===== config.mk =====
export PLATFORM = sky130hd
export DESIGN_NAME = warp_seq_top
export DESIGN_NICKNAME = d
export VERILOG_FILES = /design/src/rtl/warp_seq_pkg.sv /design/src/rtl/warp_prog_mem.sv /design/src/rtl/warp_axis.sv /design/src/rtl/warp_seq_ctrl.sv /design/src/rtl/warp_seq_top.sv
export SDC_FILE = /design/constraint.sdc
export NUM_CORES = 2
export LEC_CHECK = 0
export BUFFER_PORTS_ARGS = -buffer_cell sky130_fd_sc_hd__buf_4
export CORE_UTILIZATION = 25
export DETAILED_ROUTE_END_ITERATION = 10
export GPL_TIMING_DRIVEN = 0
export HOLD_SLACK_MARGIN = 0.12
export PLACE_DENSITY = 0.5
export SYNTH_ARGS = -nofsm -noshare
export SYNTH_HDL_FRONTEND = slang
export SYNTH_SLANG_ARGS = --single-unit

===== constraint.sdc =====
create_clock -name clk -period 5.95 [get_ports clk]
set_input_delay 1.19 -clock clk [delete_from_list [all_inputs] [get_ports clk]]
set_output_delay 1.19 -clock clk [all_outputs]
set_load 0.005 [all_outputs]

===== src/rtl/warp_seq_pkg.sv =====
package warp_seq_pkg;
    localparam int INS_W   = 16;
    localparam int MASK_W  = 6;
    localparam int MAG_W   = 4;
    localparam int STEP_W  = MAG_W + 1;
    localparam int COORD_W = 9;
    localparam int OA_W    = 16;
    localparam logic [INS_W-1:0] HALT_WORD = '1;

    typedef struct packed {
        logic              xneg;
        logic              yneg;
        logic [MASK_W-1:0] mask;
        logic [MAG_W-1:0]  ymag;
        logic [MAG_W-1:0]  xmag;
    } warp_ins_t;

    function automatic logic signed [STEP_W-1:0] signed_step(input logic neg, input logic [MAG_W-1:0] mag);
        logic signed [STEP_W-1:0] m;
        m = $signed({1'b0, mag});
        return neg ? -m : m;
    endfunction

    function automatic logic is_far(input warp_ins_t w);
        return (w.xmag > MAG_W'(1)) || (w.ymag > MAG_W'(1));
    endfunction
endpackage


===== src/rtl/warp_prog_mem.sv =====
module warp_prog_mem #(
    parameter int DEPTH = 64,
    parameter int AW    = $clog2(DEPTH)
) (
    input  logic                            clk,
    input  logic                            we,
    input  logic [AW-1:0]                   waddr,
    input  logic [warp_seq_pkg::INS_W-1:0]  wdata,
    input  logic [AW-1:0]                   raddr_a,
    input  logic [AW-1:0]                   raddr_b,
    output logic [warp_seq_pkg::INS_W-1:0]  rdata_a,
    output logic [warp_seq_pkg::INS_W-1:0]  rdata_b
);
    logic [warp_seq_pkg::INS_W-1:0] words [DEPTH];

    always_ff @(posedge clk) begin
        if (we) words[waddr] <= wdata;
    end

    assign rdata_a = words[raddr_a];
    assign rdata_b = words[raddr_b];
endmodule


===== src/rtl/warp_axis.sv =====
module warp_axis
    import warp_seq_pkg::*;
(
    input  logic                     clk,
    input  logic                     rst,
    input  logic                     load,
    input  logic [COORD_W-1:0]       init,
    input  logic                     step,
    input  logic signed [STEP_W-1:0] delta,
    output logic [COORD_W-1:0]       pos
);
    always_ff @(posedge clk) begin
        if (rst)       pos <= '0;
        else if (load) pos <= init;
        else if (step) pos <= pos + {{(COORD_W-STEP_W){delta[STEP_W-1]}}, delta};
    end
endmodule


===== src/rtl/warp_seq_ctrl.sv =====
module warp_seq_ctrl
    import warp_seq_pkg::*;
#(
    parameter int DEPTH      = 64,
    parameter int LANES      = 8,
    parameter int RELOAD_CYC = 8,
    parameter int PC_W       = $clog2(DEPTH)
) (
    input  logic            clk,
    input  logic            rst,
    input  logic            start,
    input  logic            mode_1d,
    input  warp_ins_t       ins,
    output logic            busy,
    output logic [PC_W-1:0] pc,
    output logic            step_vld,
    output logic            mac_go,
    output logic            res_vld
);
    localparam int EL_W = $clog2(RELOAD_CYC + LANES + 1);

    logic [EL_W-1:0] el, stall_len, period, last_el;
    logic            is_halt;

    always_comb begin
        is_halt   = (ins == warp_ins_t'(HALT_WORD));
        stall_len = is_far(ins) ? EL_W'(RELOAD_CYC) : '0;
        period    = mode_1d ? EL_W'(1) : EL_W'(LANES);
        last_el   = stall_len + period - EL_W'(1);
        step_vld  = busy && !is_halt && (el == '0);
        mac_go    = busy && !is_halt && (el == stall_len);
        res_vld   = busy && !is_halt && (el == last_el);
    end

    always_ff @(posedge clk) begin
        if (rst) begin
            busy <= 1'b0;
            pc   <= '0;
            el   <= '0;
        end else if (!busy) begin
            if (start) begin
                busy <= 1'b1;
                pc   <= '0;
                el   <= '0;
            end
        end else if (is_halt) begin
            busy <= 1'b0;
        end else if (res_vld) begin
            pc <= pc + PC_W'(1);
            el <= '0;
        end else begin
            el <= el + EL_W'(1);
        end
    end

    assert_kernel_gap_R5: assert property (@(posedge clk) disable iff (rst)
        (mac_go && !mode_1d) |=> !mac_go);
    assert_far_step_waits_R7: assert property (@(posedge clk) disable iff (rst)
        (step_vld && (ins.xmag > 4'd1 || ins.ymag > 4'd1)) |-> !mac_go);
endmodule


===== src/rtl/warp_seq_top.sv =====
module warp_seq_top
    import warp_seq_pkg::*;
#(
    parameter int DEPTH      = 64,
    parameter int LANES      = 8,
    parameter int RELOAD_CYC = 8,
    parameter int ADDR_W     = 8
) (
    input  logic                     clk,
    input  logic                     rst,
    input  logic                     hs_cs,
    input  logic                     hs_we,
    input  logic [ADDR_W-1:0]        hs_addr,
    input  logic [INS_W-1:0]         hs_wdata,
    output logic [INS_W-1:0]         hs_rdata,
    output logic                     busy,
    output logic                     step_vld,
    output logic signed [STEP_W-1:0] step_dx,
    output logic signed [STEP_W-1:0] step_dy,
    output logic [COORD_W-1:0]       win_x,
    output logic [COORD_W-1:0]       win_y,
    output logic                     mac_go,
    output logic [MASK_W-1:0]        mac_mask,
    output logic                     res_vld,
    output logic [OA_W-1:0]          res_addr
);
    localparam int PC_W = $clog2(DEPTH);
    localparam logic [2:0] R_BASE = 3'd0, R_SX = 3'd1, R_SY = 3'd2, R_CTL = 3'd3;

    logic               prog_hit, reg_hit, wr_ok, start_cmd;
    logic [OA_W-1:0]    base_q;
    logic [COORD_W-1:0] sx_q, sy_q;
    logic               mode_q;
    logic [PC_W-1:0]    pc;
    logic [INS_W-1:0]   ins_word, host_word;
    warp_ins_t          ins;

    assign prog_hit  = !hs_addr[ADDR_W-1] && ((hs_addr >> PC_W) == '0);
    assign reg_hit   = hs_addr[ADDR_W-1] && (hs_addr[ADDR_W-2:3] == '0);
    assign wr_ok     = hs_cs && hs_we && !busy;
    assign start_cmd = wr_ok && reg_hit && (hs_addr[2:0] == R_CTL) && hs_wdata[0];

    always_ff @(posedge clk) begin
        if (rst) begin
            base_q <= '0;
            sx_q   <= '0;
            sy_q   <= '0;
            mode_q <= 1'b0;
        end else if (wr_ok && reg_hit) begin
            case (hs_addr[2:0])
                R_BASE:  base_q <= hs_wdata;
                R_SX:    sx_q   <= hs_wdata[COORD_W-1:0];
                R_SY:    sy_q   <= hs_wdata[COORD_W-1:0];
                R_CTL:   mode_q <= hs_wdata[1];
                default: ;
            endcase
        end
    end

    always_comb begin
        hs_rdata = '0;
        if (hs_cs && prog_hit) hs_rdata = host_word;
        else if (hs_cs && reg_hit) begin
            case (hs_addr[2:0])
                R_BASE:  hs_rdata = base_q;
                R_SX:    hs_rdata = INS_W'(sx_q);
                R_SY:    hs_rdata = INS_W'(sy_q);
                R_CTL:   hs_rdata = INS_W'({busy, mode_q, 1'b0});
                default: hs_rdata = '0;
            endcase
        end
    end

    warp_prog_mem #(.DEPTH(DEPTH)) u_mem (
        .clk(clk), .we(wr_ok && prog_hit), .waddr(hs_addr[PC_W-1:0]), .wdata(hs_wdata),
        .raddr_a(pc), .raddr_b(hs_addr[PC_W-1:0]), .rdata_a(ins_word), .rdata_b(host_word)
    );

    assign ins = warp_ins_t'(ins_word);

    warp_seq_ctrl #(.DEPTH(DEPTH), .LANES(LANES), .RELOAD_CYC(RELOAD_CYC)) u_ctrl (
        .clk(clk), .rst(rst), .start(start_cmd), .mode_1d(mode_q), .ins(ins),
        .busy(busy), .pc(pc), .step_vld(step_vld), .mac_go(mac_go), .res_vld(res_vld)
    );

    assign step_dx  = signed_step(ins.xneg, ins.xmag);
    assign step_dy  = signed_step(ins.yneg, ins.ymag);
    assign mac_mask = ins.mask;

    logic [COORD_W-1:0]       ax_init  [2];
    logic [COORD_W-1:0]       ax_pos   [2];
    logic signed [STEP_W-1:0] ax_delta [2];
    assign ax_init[0] = sx_q;    assign ax_init[1] = sy_q;
    assign ax_delta[0] = step_dx; assign ax_delta[1] = step_dy;

    for (genvar a = 0; a < 2; a++) begin : g_axis
        warp_axis u_axis (
            .clk(clk), .rst(rst), .load(start_cmd), .init(ax_init[a]),
            .step(step_vld), .delta(ax_delta[a]), .pos(ax_pos[a])
        );
    end

    assign win_x = ax_pos[0];
    assign win_y = ax_pos[1];

    always_ff @(posedge clk) begin
        if (rst)            res_addr <= '0;
        else if (start_cmd) res_addr <= base_q;
        else if (res_vld)   res_addr <= res_addr + OA_W'(1);
    end

    assert_window_still_R4: assert property (@(posedge clk) disable iff (rst)
        (busy && !step_vld) |=> ($stable(win_x) && $stable(win_y)));
    assert_halt_no_step_R8: assert property (@(posedge clk) disable iff (rst)
        $fell(busy) |-> !$past(step_vld));
    assert_addr_held_R9: assert property (@(posedge clk) disable iff (rst)
        (busy && !res_vld) |=> $stable(res_addr));
endmodule


==> results.py <==
metrics = {
    "sta": {
        "skew_ns": 0.0282,
        "max_freq_mhz": 143,
        "fin_ws_ns": -1.06,
        "rsz0062_at_grt": "yes",
        "holdWs_ns": 0.477,
        "min_period_over_period": 1.18,
        "worst_pin_slew_ns": 1.38,
        "setup_tns_ns": -2.15,
        "finalSetupViolCount": 11,
        "slew_violations": 0,
        "slew_headroom": 0.0831,
        "period_minus_slack_ns": 7.01,
        "finalHoldViolations": 0,
    },
    "floorplan": {
        "ios": 98,
        "die_w_microns": 462,
        "rows": 168,
        "core_area_sq_mm": 0.210,
        "start_util": 0.252,
        "die-area_sq_mm": 0.214,
        "fp.dieH_microns": 462,
    },
    "setup_path": {
        "critPathMaxStageDelay_ns": 0.60,
        "criticalPathCategory": "reg2out",
        "crit_end": "res_vld",
        "crit_fanout": 10,
        "r2r_cells": 24,
        "rrSetupSlack_ns": 0.04,
        "worstPathRequired_ns": 4.76,
        "path_cells": "buf_6, buf_8, buf_6, buf_8, clkbuf_16, clkbuf_8, mux4_2, mux4_2, inv_4, ha_4, o22a_1, nand4_1, nor2_4, ha_4, xnor2_2, nor3_1, a31oi_1, nor2_2, o211ai_2, inv_2, buf_6",
        "start_kind": "flop",
        "end_kind": "output pin",
        "worst_path_most_repeated_cell": "buf_6",
        "worstPathArrival_ns": 5.82,
        "slowest_stage": "mux4_2",
    },
    "outcome": {
        "status": "finished with violations",
        "failed_checks": "negative setup slack",
    },
    "cts": {
        "cts_buffer_depth": 3,
        "cts_sinks": 1111,
        "cts_tree": "yes",
        "cts_buffers": 121,
        "cts_hold_buf": 0,
        "cts-root-buf": "clkbuf_16",
        "clock_latency_ns": 0.78,
        "cts_htree_levels": 3,
        "path_clk_slew_ns": 0.07,
    },
    "logic_synthesis": {
        "synth-xor-area-share": 0.00347,
        "synth-simple-area-share": 0.0429,
        "synth_area_sq_mm": 0.0530,
        "ys_ff_latch": 1111,
        "synth_nets": 2939,
        "post_synth_num_cell_types": 78,
        "syn_avg_cell_area_sq_um": 18.4,
        "async_reset_ff_frac": 0,
        "synth_edf_count": 1024,
        "synth_compound_area_frac": 0.0350,
        "yosys.area_share.adder": 0.00761,
        "synth_flop_cell": "edfxtp_1",
        "synth.yosys.seq_area_share": 0.613,
        "synth_warnings": 0,
        "synthMuxAreaShare": 0.273,
        "netlist_instances": 2880,
        "synth_top_family_by_area": "multiplexers",
    },
    "placement": {
        "globalplace.congestion": 0.923,
        "io_buffers": 93,
        "post-dp-hpwl_microns": 152000,
        "dpl_cell_area_sq_mm": 0.0590,
    },
    "global_routing": {
        "grt_remaining_overflow": 0,
        "grt_pass1_wl_microns": 304000,
        "track_usage": 0.208,
        "antenna_found_initial": 15,
        "grt_max_degree": 72,
        "grt_pass1_vias": 33500,
    },
    "pwr": {
        "cellPowerDensity_mw_per_mm2": 262,
        "leakagePower_nw": 20.3,
        "total_power_mw": 17.0,
        "vdd_drop_max_mv": 0.231,
    },
    "routing": {
        "post-route-drc-count": 0,
        "vias": 34500,
        "routedWlPerCell_microns": 37.2,
        "wirelength_microns": 228000,
        "ant_nets": 0,
        "drt_iter0_drc": 5535,
        "via_per_inst": 5.63,
        "dr.pass1.iters": 6,
    },
    "cells_and_area": {
        "nets": 3291,
        "regArea_sq_mm": 0.0325,
        "mostFrequentLayoutCells": "edfxtp_1, mux4_2, buf_4",
        "final_common_cell": "edfxtp_1",
        "drive_above_1_share": 0.394,
        "fin_util": 0.308,
        "fillers": 20300,
        "areaGrowthSynthToFinish_pct": 22.3,
        "stdcell_area_sq_mm": 0.0648,
        "multi_input_area_sq_mm": 0.0200,
    },
    "worst_hold_path": {
        "hold_path.class": "reg2reg",
    },
    "flow_run": {
        "maxCapViolCount": 0,
    },
}
==> stage by stage <==
| step | cells | setup slack (ns) |
|---|---|---|
| detailed placement | 5838 | -3.24 |
| finish | 6137 | -1.06 |
| global placement | 5778 | -3.86 |
| CTS | 6107 | -1.12 |
| floorplan | 2880 | 0.00352 |
| global route | 6130 | -1.08 |
==> report_power, final <==
| group | internal [mW] | total (mW) | switching [mW] |
|---|---|---|---|
| Sequential | 8.52 | 8.52 | 0.00215 |
| Clock | 4.24 | 7.56 | 3.32 |
| Combinational | 0.299 | 0.891 | 0.592 |
==> cell type report <==
type | count | share of cell area
antenna | 7 | 0.000270
sequential | 1111 | 0.502
multi-input combinational | 1521 | 0.309
clock inverter | 65 | 0.00941
buffer | 212 | 0.0297
tap | 2805 | 0.0542
inverter | 31 | 0.00203
timing repair buffer | 234 | 0.0437
clock buffer | 151 | 0.0497
==> Yosys cell counts (5+ instances only) <==
cell type  count  area share
buf_12         7      0.0026
a21oi_1       75      0.0071
edfxtp_1    1024        0.58
o221ai_1       9      0.0015
nor3_1        12      0.0011
or2_2          5     0.00059
nor2b_1       10      0.0012
and3_1        16      0.0019
buf_6         16      0.0034
buf_1         38      0.0027
and2_1         5     0.00059
nand3_1       84      0.0079
a22oi_1        5     0.00071
o21ai_0       30      0.0028
o311ai_0       6     0.00099
buf_4         18      0.0026
nor2_1       121      0.0086
buf_2         39      0.0037
mux2_2        23      0.0049
nand2b_1       8     0.00094
dfxtp_1       87       0.033
xnor2_1       18      0.0030
nand2_1      177       0.013
a31oi_1       32      0.0038
a221oi_1       6     0.00099
mux4_1        10      0.0050
mux2i_1       90       0.017
clkbuf_1      97      0.0069
ha_1          29      0.0068
o311ai_1       8      0.0013
o21bai_1      19      0.0027
or3_1          6     0.00071
nor3b_1       10      0.0014
mux4_2       579        0.25
inv_1         27      0.0019
nand4_1        9      0.0011
o22ai_1       20      0.0024
o211ai_1      23      0.0033
==> critical path, delay by kind of cell, from the launching register on <==
kind                     cells  cell delay, ns
buffers and inverters        9            1.82
multiplexers                 2            1.06
AND/OR/NAND/NOR              4            0.79
flip-flops                   1            0.43
adder cells (fa/ha/maj)      2            0.37
AO/OA/AOI/OAI                3            0.35
XOR/XNOR                     1            0.14
==> state kept, by name, indices dropped and copies added (netlist names), named ones only <==
| signal | cells |
|---|---|
| u_ctrl.el | 5 |
| u_ctrl.pc | 6 |
| sx_q | 9 |
| res_addr | 16 |
| g_axis.u_axis.pos | 18 |
| base_q | 16 |
| mode_q | 1 |
| sy_q | 9 |
| u_ctrl.busy | 1 |
| u_mem.words | 1024 |
==> worst min-delay path by stage <==
stage / startpoint / end / slack (ns) / depth (start not counted)
finish: sy_q[3] / sy_q[3] / 0.48 / 2
global route: sy_q[5] / sy_q[5] / 0.51 / 2
CTS: sx_q[6] / sx_q[6] / 0.48 / 2
detailed placement: sx_q[6] / sx_q[6] / 0.47 / 2
global placement: sy_q[0] / sy_q[0] / 0.47 / 2
floorplan: base_q[2] / base_q[2] / 0.44 / 2
==> per-layer routing <==
layer | up-vias | track usage | part of all wire
met2 | 2374 | 0.320 | 0.45
met4 | 18 | 0.0848 | 0.044
met1 | 18800 | 0.275 | 0.39
met5 | - | 0.00379 | 0.00094
li1 | 13000 | - | -
met3 | 438 | 0.0588 | 0.11
==> logic make-up (layout without fill, tap and decap cells) <==
family,after synthesis,in the layout
AND/OR/NAND/NOR,490,490
XOR/XNOR,21,21
other,0,7
AO/OA/AOI/OAI,277,277
flip-flops,1111,1111
adder cells (fa/ha/maj),31,31
buffers and inverters,248,693
multiplexers,702,702
==> timing repair <==
item,CTS,global route
gates resized for setup,334,59
buffers inserted,53,24
setup endpoints to repair,855,30
gates cloned,3,1
pin swaps,11,10
No activity file was read; power rests on OpenSTA's default activity.
